`src/rtl/sg_pkg.sv`:
```
package sg_pkg;
  localparam int unsigned AW = 16;
  localparam int unsigned DW = 8;

  localparam logic [AW-1:0] IO_LO   = 16'hFF00;
  localparam logic [AW-1:0] IO_HI   = 16'hFF7F;
  localparam logic [AW-1:0] LIM_HI  = 16'hFFF9;
  localparam logic [AW-1:0] LIM_LO  = 16'hFFFA;
  localparam logic [AW-1:0] MTOP_HI = 16'hFFFB;
  localparam logic [AW-1:0] MTOP_LO = 16'hFFFC;
  localparam logic [AW-1:0] TICK_HI = 16'hFFFD;
  localparam logic [AW-1:0] TICK_LO = 16'hFFFE;
  localparam logic [AW-1:0] EXIT_AD = 16'hFFFF;

  localparam logic [DW-1:0] CODE_VIOL  = 8'hFF;
  localparam logic [DW-1:0] CODE_STACK = 8'hFE;

  typedef enum logic [3:0] {
    RG_NULL, RG_RAM, RG_IO, RG_LIM_HI, RG_LIM_LO, RG_MTOP_HI,
    RG_MTOP_LO, RG_TICK_HI, RG_TICK_LO, RG_EXIT, RG_BAD
  } region_e;
endpackage

```
`src/rtl/sg_addr_decode.sv`:
```
module sg_addr_decode
  import sg_pkg::*;
#(
  parameter logic [15:0] MEM_TOP = 16'h0FFF
) (
  input  logic [AW-1:0] addr_i,
  input  logic          rd_i,
  input  logic          wr_i,
  input  logic          running_i,
  output region_e       region_o,
  output logic          fault_o,
  output logic          ram_en_o,
  output logic          lim_wr_hi_o,
  output logic          lim_wr_lo_o
);
  logic access;
  logic writable;
  logic illegal;

  always_comb begin
    region_o = RG_BAD;
    if (addr_i < 16'd2)                            region_o = RG_NULL;
    else if (addr_i <= MEM_TOP)                    region_o = RG_RAM;
    else if (addr_i >= IO_LO && addr_i <= IO_HI)   region_o = RG_IO;
    else begin
      case (addr_i)
        LIM_HI:  region_o = RG_LIM_HI;
        LIM_LO:  region_o = RG_LIM_LO;
        MTOP_HI: region_o = RG_MTOP_HI;
        MTOP_LO: region_o = RG_MTOP_LO;
        TICK_HI: region_o = RG_TICK_HI;
        TICK_LO: region_o = RG_TICK_LO;
        EXIT_AD: region_o = RG_EXIT;
        default: region_o = RG_BAD;
      endcase
    end
  end

  always_comb begin
    access   = rd_i | wr_i;
    writable = (region_o == RG_RAM) || (region_o == RG_IO) ||
               (region_o == RG_LIM_HI) || (region_o == RG_LIM_LO);
    illegal  = (region_o == RG_NULL) || (region_o == RG_BAD) ||
               (wr_i && !writable);
    fault_o     = running_i && access && illegal;
    ram_en_o    = running_i && access &&
                  ((region_o == RG_RAM) || (region_o == RG_IO));
    lim_wr_hi_o = running_i && wr_i && (region_o == RG_LIM_HI);
    lim_wr_lo_o = running_i && wr_i && (region_o == RG_LIM_LO);
  end
endmodule

```
`src/rtl/sg_state.sv`:
```
module sg_state
  import sg_pkg::*;
#(
  parameter int unsigned TICK_W = 16
) (
  input  logic              clk,
  input  logic              rst_ni,
  input  logic              fault_i,
  input  logic              lim_wr_hi_i,
  input  logic              lim_wr_lo_i,
  input  logic [DW-1:0]     wdata_i,
  input  logic [AW-1:0]     sp_i,
  input  logic              end_req_i,
  input  logic [DW-1:0]     end_code_i,
  output logic              running_o,
  output logic              stopped_o,
  output logic [TICK_W-1:0] tick_o,
  output logic [AW-1:0]     limit_o,
  output logic [DW-1:0]     exit_o
);
  logic              stopped_q, stopped_d;
  logic [TICK_W-1:0] tick_q, tick_d;
  logic [AW-1:0]     limit_q, limit_d;
  logic [DW-1:0]     exit_q, exit_d;
  logic              stack_hit;
  logic              stop_now;
  logic              running;

  always_comb begin
    running   = !stopped_q;
    stack_hit = running && (limit_q != '0) && (sp_i == limit_q);
    stop_now  = running && (fault_i || stack_hit || end_req_i);

    tick_d    = running ? tick_q + 1'b1 : tick_q;
    stopped_d = stopped_q | stop_now;

    limit_d = limit_q;
    if (running && lim_wr_hi_i) limit_d[AW-1:DW] = wdata_i;
    if (running && lim_wr_lo_i) limit_d[DW-1:0]  = wdata_i;

    exit_d = exit_q;
    if (running) begin
      if (fault_i)        exit_d = CODE_VIOL;
      else if (stack_hit) exit_d = CODE_STACK;
      else if (end_req_i) exit_d = end_code_i;
    end
  end

  always_ff @(posedge clk or negedge rst_ni) begin
    if (!rst_ni) begin
      stopped_q <= 1'b0;
      tick_q    <= '0;
      limit_q   <= '0;
      exit_q    <= '0;
    end else begin
      stopped_q <= stopped_d;
      tick_q    <= tick_d;
      limit_q   <= limit_d;
      exit_q    <= exit_d;
    end
  end

  assign running_o = running;
  assign stopped_o = stopped_q;
  assign tick_o    = tick_q;
  assign limit_o   = limit_q;
  assign exit_o    = exit_q;


  stop_sticky_chk: assert property (@(posedge clk) disable iff (!rst_ni)
    stopped_q |=> stopped_q);


  tick_step_chk: assert property (@(posedge clk) disable iff (!rst_ni)
    !stopped_q |=> tick_q == $past(tick_q) + 1'b1);


  tick_frozen_chk: assert property (@(posedge clk) disable iff (!rst_ni)
    stopped_q |=> $stable(tick_q) && $stable(limit_q) && $stable(exit_q));


  stack_code_chk: assert property (@(posedge clk) disable iff (!rst_ni)
    (!stopped_q && !fault_i && limit_q != '0 && sp_i == limit_q)
      |=> stopped_q && exit_q == CODE_STACK);
endmodule

```
`src/rtl/sg_rdmux.sv`:
```
module sg_rdmux
  import sg_pkg::*;
#(
  parameter logic [15:0] MEM_TOP = 16'h0FFF,
  parameter int unsigned TICK_W  = 16
) (
  input  region_e           region_i,
  input  logic [TICK_W-1:0] tick_i,
  input  logic [AW-1:0]     limit_i,
  input  logic [DW-1:0]     exit_i,
  output logic [DW-1:0]     rd_data_o
);
  localparam int unsigned TPAD = 2 * DW;
  logic [TPAD-1:0] tick_w;

  always_comb begin
    tick_w = TPAD'(tick_i);
    unique case (region_i)
      RG_LIM_HI:  rd_data_o = limit_i[AW-1:DW];
      RG_LIM_LO:  rd_data_o = limit_i[DW-1:0];
      RG_MTOP_HI: rd_data_o = MEM_TOP[AW-1:DW];
      RG_MTOP_LO: rd_data_o = MEM_TOP[DW-1:0];
      RG_TICK_HI: rd_data_o = tick_w[TPAD-1:DW];
      RG_TICK_LO: rd_data_o = tick_w[DW-1:0];
      RG_EXIT:    rd_data_o = exit_i;
      default:    rd_data_o = '0;
    endcase
  end
endmodule

```
`src/rtl/sysreg_guard.sv`:
```
module sysreg_guard
  import sg_pkg::*;
#(
  parameter logic [15:0] MEM_TOP = 16'h0FFF,
  parameter int unsigned TICK_W  = 16
) (
  input  logic        clk,
  input  logic        rst_n,
  input  logic [15:0] addr_i,
  input  logic        rd_i,
  input  logic        wr_i,
  input  logic [7:0]  wdata_i,
  input  logic [15:0] sp_i,
  input  logic        end_req_i,
  input  logic [7:0]  end_code_i,
  output logic [7:0]  rd_data_o,
  output logic        ram_en_o,
  output logic        halt_o
);
  logic [1:0]        rst_sync_q;
  logic              rst_ni;
  region_e           region;
  logic              fault;
  logic              lim_wr_hi, lim_wr_lo;
  logic              running, stopped;
  logic [TICK_W-1:0] tick;
  logic [AW-1:0]     limit;
  logic [DW-1:0]     exit_code;

  always_ff @(posedge clk or negedge rst_n) begin
    if (!rst_n) rst_sync_q <= 2'b00;
    else        rst_sync_q <= {rst_sync_q[0], 1'b1};
  end
  assign rst_ni = rst_sync_q[1];

  sg_addr_decode #(.MEM_TOP(MEM_TOP)) u_dec (
    .addr_i      (addr_i),
    .rd_i        (rd_i),
    .wr_i        (wr_i),
    .running_i   (running),
    .region_o    (region),
    .fault_o     (fault),
    .ram_en_o    (ram_en_o),
    .lim_wr_hi_o (lim_wr_hi),
    .lim_wr_lo_o (lim_wr_lo)
  );

  sg_state #(.TICK_W(TICK_W)) u_state (
    .clk         (clk),
    .rst_ni      (rst_ni),
    .fault_i     (fault),
    .lim_wr_hi_i (lim_wr_hi),
    .lim_wr_lo_i (lim_wr_lo),
    .wdata_i     (wdata_i),
    .sp_i        (sp_i),
    .end_req_i   (end_req_i),
    .end_code_i  (end_code_i),
    .running_o   (running),
    .stopped_o   (stopped),
    .tick_o      (tick),
    .limit_o     (limit),
    .exit_o      (exit_code)
  );

  sg_rdmux #(.MEM_TOP(MEM_TOP), .TICK_W(TICK_W)) u_mux (
    .region_i  (region),
    .tick_i    (tick),
    .limit_i   (limit),
    .exit_i    (exit_code),
    .rd_data_o (rd_data_o)
  );

  assign halt_o = stopped;


  viol_halt_chk: assert property (@(posedge clk) disable iff (!rst_ni)
    (!halt_o && fault) |=> halt_o && exit_code == CODE_VIOL);


  viol_block_chk: assert property (@(posedge clk) disable iff (!rst_ni)
    fault |-> !ram_en_o);


  halted_quiet_chk: assert property (@(posedge clk) disable iff (!rst_ni)
    halt_o |-> !ram_en_o && !fault);


  lim_hi_wr_chk: assert property (@(posedge clk) disable iff (!rst_ni)
    (!halt_o && wr_i && addr_i == LIM_HI) |=> limit[AW-1:DW] == $past(wdata_i));
endmodule

```
`config.mk`:
```
export PLATFORM = sky130hd
export DESIGN_NAME = sysreg_guard
export DESIGN_NICKNAME = d
export VERILOG_FILES = /design/src/rtl/sg_pkg.sv /design/src/rtl/sg_addr_decode.sv /design/src/rtl/sg_state.sv /design/src/rtl/sg_rdmux.sv /design/src/rtl/sysreg_guard.sv
export SDC_FILE = /design/constraint.sdc
export NUM_CORES = 1
export LEC_CHECK = 0
export BUFFER_PORTS_ARGS = -buffer_cell sky130_fd_sc_hd__buf_4
export CORE_UTILIZATION = 57
export CTS_BUF_LIST = sky130_fd_sc_hd__clkbuf_4 sky130_fd_sc_hd__clkbuf_8
export DETAILED_ROUTE_END_ITERATION = 8
export GPL_ROUTABILITY_DRIVEN = 0
export PLACE_DENSITY = 0.83
export SLEW_MARGIN = 20
export SYNTH_ARGS = -nofsm -noshare
export SYNTH_HDL_FRONTEND = slang
export SYNTH_HIERARCHICAL = 1
export SYNTH_SLANG_ARGS = --single-unit
```
`constraint.sdc`:
```
create_clock -name clk -period 3.9 [get_ports clk]
set_clock_uncertainty 0.15 [all_clocks]
set_input_delay 0.39 -clock clk [delete_from_list [all_inputs] [get_ports clk]]
set_output_delay 0.39 -clock clk [all_outputs]
set_load 0.03 [all_outputs]
```
==> run metrics, run 1 <==
Worst R2R Setup Slack 1.17 ns; reg2reg start u_state/stopped_o; DIE WIDTH 72.8 µm; IO Pins 63; Final setup viols 0; CP Launch Type input pin; overall global routing resource usage 29.3%; Syn-to-layout area delta 23.0%; relative slew slack 44.4%; Final min period 3.40 ns; # DRC 0; IR drop worst, VDD 0.237 mV; Gate Count Post-Synth 289; Syn Area/Cell 9.88 µm²; H-tree depth 2; Die Area 5300 µm²; row count 25; antenna-violating nets left 0; Crit Path Class in -> out; Final Util 73.4%; Synth Area in Compound Gates 16.5%; first-pass GRT wire length 11.6 mm; CTS Sinks 43; total setup buffers inserted after CTS 0; initial DRC count 192; Main synth FF type dfrtp_1; pin count of the biggest net entering global routing 42; reg2reg end u_state/exit_o[6]; Clock Path Buffers 2; Req. time, crit path 3.36 ns; status complete, no violations; post-synthesis mux area share 7.10%; CTS Root Cell clkbuf_8; commonest non-fill, non-tap cell in the layout buf_4; fin. max-slew vios 0; Antenna diodes 0; Worst Setup End Kind output pin; Buffers on Ports 62; hold crit path type reg -> async; Final Hold Vio Count 0; Lkg Pwr 1.59 nW; initial core utilization 59.7%; post-synthesis register bit count 43; DIE HEIGHT 72.8 µm; adder-cell share of the synthesized area 0.438%; wirelength, routed 7.38 mm; Core ar. 4790 µm²; syn_nets 343; CP arrival 2.86 ns; Post-Synth Simple-Gate Area 24.0%; CP max FO 15; Max Clk Rate 294 MHz; sequential share of the synthesized area 37.7%; MaxCap Viol Count 0; CTS clk-pin slew, worst paths 0.08 ns; Inserted Clock Buffers 5; WL per Instance 17.7 µm; main combinational cell family by area after synthesis simple AND/OR/NAND/NOR gates; overflow left after global routing 0; Post-synth EDFFs 0; Setup TNS 0 ns; CTS tree done; XOR/XNOR Fraction of Synth Area 9.51%; RSZ-0062 raised after global routing no; Worst Tran Pin Value 0.834 ns; Cell variety after synth 58; placed cell count 408; Synth warnings 6; post-DP HPWL 5.49 mm; Tcrit/Tclk final 87.3%; fraction of layout cells with a size suffix above 1 31.7%; Post-Synthesis Cell Area 2860 µm²; DRT Pass-1 Iters 5; vias in the first global route 2467; DR vias/cell 6.30; vias 2626; depth of the worst register-to-register path 8; most frequent cells in the layout buf_4, dfrtp_1, mux2_2; pwr dens 275 nW/µm²; nets 403; async set-reset flop share out of synthesis 100%; antenna violations before repair 0; clk_lat worst skew 0.30 ns; post-route insts no fill 417
## layer usage
layer	wire, µm	vias up	GRT usage [%]
met5	0	-	0
met4	205	0	13.3
met3	489	21	5.66
met2	3690	129	50.4
met1	2990	1262	35.6
li1	-	1214	-
## kinds of logic after synthesis
| group | Yosys count |
|---|---|
| muxes | 18 |
| and+or+nand+nor | 104 |
| buffers and inverters | 27 |
| other | 1 |
| adders and majority gates | 1 |
| AOI/OAI and AO/OA | 64 |
| DFF | 43 |
| xor gates and xnor gates | 31 |
## critical path, cell delays in order
cell	delay, ns
buf_4	0.09
nand4_1	0.16
nor4_4	0.48
o21ai_0	0.26
inv_1	0.34
nor2b_1	0.47
a22oi_1	0.14
o311ai_1	0.32
buf_4	0.22
## synthesized netlist by cell type (4+ instances only)
cell type,number,area share [%]
a211oi_1,9,2.4
a21oi_1,13,2.3
a221o_1,4,1.4
and3_1,5,1.1
buf_2,8,1.4
clkbuf_1,5,0.66
dfrtp_1,43,38
inv_1,11,1.4
mux2_2,18,7.1
nand2_1,15,2.0
nand3_1,8,1.4
nand3b_1,4,1.1
nand4_1,6,1.3
nand4b_1,5,1.5
nor2_1,10,1.3
nor2b_1,7,1.5
nor3_1,5,0.88
nor4_1,9,2.0
nor4bb_1,4,1.4
o21ai_0,8,1.4
o22ai_1,8,1.8
or3_2,6,1.6
xnor2_1,15,4.6
xor2_1,16,4.9
## report_power, final
| part | internal, mW | switching (mW) | total, mW |
|---|---|---|---|
| combinational | 0.0533 | 0.0478 | 0.101 |
| sequential | 0.449 | 0.00346 | 0.452 |
| clock | 0.255 | 0.157 | 0.412 |
| total | 0.758 | 0.208 | 0.965 |
## how the worst max path moves through the flow
stage / from / endpoint / slack (ns) / cells after the start
2_1_floorplan: addr_i[5] / rd_data_o[3] / 0.79 / 9
3_3_place_gp: addr_i[14] / rd_data_o[3] / 0.65 / 9
3_5_place_dp: addr_i[14] / rd_data_o[2] / 0.61 / 9
4_1_cts: addr_i[14] / rd_data_o[2] / 0.59 / 9
5_1_grt: addr_i[14] / rd_data_o[2] / 0.27 / 9
6_report: addr_i[14] / rd_data_o[2] / 0.50 / 9
## layout make-up
type	count	area (µm²)
sequential	43	1080
clock inverter	3	67.6
timing repair buffer	69	520
inverter	11	41.3
multi-input combinational	219	1650
tap	67	83.8
fill	364	1270
clock buffer	5	68.8
## what timing repair did
item	CTS	global route
resized for setup	0	0
hold endpoints to repair	2	0
hold buffers	1	0
## registers in the layout (all words and copies together), names as in the netlist
name and count:
u_state/tick_o 16, u_state/limit_o 16, u_state/stopped_o 1, u_state/exit_o 8, rst_sync_q 2
## per-stage QoR
step	cell area [µm²]	worst slack [ns]	total power [mW]	hold WS, ns
2_1_floorplan	2860	0.785	0.502	-0.0556
4_1_cts	3500	0.589	0.969	0.174
3_5_place_dp	3360	0.611	0.561	0.0232
3_3_place_gp	3360	0.654	0.557	0.0219
6_report	3510	0.495	0.965	0.169
5_1_grt	3510	0.266	0.990	0.177
(Power assumes the default switching activity.)
==> inputs of run 2 (changes only) <==
- PLACE_DENSITY: 0.83 -> 0.82
- RECOVER_POWER: not set -> 50
==> run 2 against run 1 <==
  * The run now ends with capacitance limit, slew limit left
  * Worst setup slack lost 0.010 ns
  * Cell count is 0.48% lower
  * Maximum frequency fell by 0.30%
  * Utilization is 0.94 points lower
  * Non-clock buffer count decreased by 1
  * Power shrank 7.3%
  * Critical path depth unchanged
  * Via count fell by 2.6%
  * Register-to-register slack got worse by 0.21 ns
  * Combinational power is essentially flat
  * Wire length is 4.4% lower
  * Clock power is 17% lower
  * Highest routed layer unchanged
==> run metrics, run 2 (same netlist as run 1, synthesis figures left out) <==
antenna-violating nets left 0; commonest non-fill, non-tap cell in the layout buf_4; CTS Sinks 43; Tcrit/Tclk final 87.6%; Final min period 3.42 ns; Max Clk Rate 293 MHz; Worst Tran Pin Value 2.19 ns; # DRC 0; H-tree depth 2; CTS tree done; IR drop worst, VDD 0.229 mV; row count 25; Syn-to-layout area delta 21.4%; relative slew slack -45.8%; CTS Root Cell clkbuf_8; post-DP HPWL 5.30 mm; pwr dens 258 nW/µm²; setup ws final 0.485 ns; RSZ-0062 raised after global routing no; fraction of layout cells with a size suffix above 1 30.7%; cell-internal power 0.696 mW; MaxCap Viol Count 1; antenna violations before repair 0; WL per Instance 17.0 µm; Clock power frac 38.4%; Die Area 5300 µm²; most frequent cells in the layout buf_4, dfrtp_1, mux2_2; CP Launch Type input pin; Crit Path Class in -> out; first-pass GRT wire length 11.0 mm; Worst Setup End Kind output pin; Req. time, crit path 3.36 ns; fin. max-slew vios 42; overall global routing resource usage 27.4%; hold crit path type in -> reg; Logic pwr share 11.0%; Worst Hold Slack 0.177 ns; DRT Pass-1 Iters 4; status finished with violations; initial DRC count 138; Inserted Clock Buffers 5; Final setup viols 0; Sw Ratio 22.2%; switching power 0.199 mW; CP max FO 10; Lkg Pwr 1.57 nW; vias in the first global route 2354; nets 402; total setup buffers inserted after CTS 0; wirelength, routed 7.05 mm; Buffers on Ports 62; Setup TNS 0 ns; IO Pins 63; vias 2557; DIE WIDTH 72.8 µm; CTS clk-pin slew, worst paths 0.08 ns; DR vias/cell 6.16; CP arrival 2.88 ns; DIE HEIGHT 72.8 µm; pin count of the biggest net entering global routing 42; clk_lat worst skew 0.30 ns; initial core utilization 59.7%; overflow left after global routing 0; Final Hold Vio Count 0; Core ar. 4790 µm²; Reg power frac 50.6%; Clock Path Buffers 2; post-placement worst setup slack 0.629 ns; failing checks capacitance limit, slew limit; Antenna diodes 0
-- run 2: layout make-up --
type,instances,area (µm²)
multi-input cells,219,1650
fillers,379,1320
flip-flops and latches,43,1080
repair buffers,68,505
well taps,67,83.8
clock buffers,6,76.3
inverters,11,41.3
clock inverters,1,30.0
-- run 2: stage by stage --
step	utilization, %	cell area [µm²]	total power, mW	cells
after floorplan	-	2860	0.502	289
after global placement	70.0	3350	0.557	407
after detailed placement	70.0	3350	0.560	407
after CTS	72.4	3470	0.901	415
after global routing	72.4	3470	0.923	415
final	72.4	3470	0.895	415
-- run 2: worst max-delay path: stages --
cell      delay [ns]
buf_4           0.09
nand4_2         0.14
nor4_4          0.49
o21ai_0         0.27
inv_1           0.27
nor2b_1         0.48
a22oi_1         0.13
o311ai_1        0.38
buf_4           0.24
-- run 2: power by group through the flow --
stage	logic [mW]	registers (mW)	clock network [mW]
6_report	0.0983	0.453	0.343
4_1_cts	0.0996	0.453	0.349
3_5_place_dp	0.0982	0.461	0
5_1_grt	0.107	0.453	0.362
2_1_floorplan	0.0356	0.466	0
3_3_place_gp	0.0957	0.461	0
-- run 2: metal layers --
layer	vias up	GRT usage, %	routed length [µm]	share of wire (%)
met5	-	0	0	0
met4	0	9.15	110	1.6
met3	13	5.39	471	6.7
met2	111	46.4	3580	51
met1	1226	35.1	2890	41
li1	1207	-	-	-
-- run 2: final timing paths --
path / startpoint / depth (start not counted) / slack [ns] / endpoint
worst min register to register: rst_sync_q[0] / 0 / 0.22 / rst_sync_q[1]
min in group asynchronous: rst_n / 2 / 0.25 / rst_sync_q[0]
worst max-delay path: addr_i[5] / 9 / 0.48 / rd_data_o[3]
max in group asynchronous: rst_sync_q[1] / 1 / 1.53 / u_state/tick_o[9]
worst min-delay path: end_code_i[2] / 3 / 0.18 / u_state/exit_o[2]
worst max register to register: u_state/stopped_o / 8 / 0.96 / u_state/exit_o[6]
-- run 2: timing repair --
action                    in CTS  in global routing
hold buffers                   1                  0
hold endpoints to repair       2                  0
resized for setup              0                  0
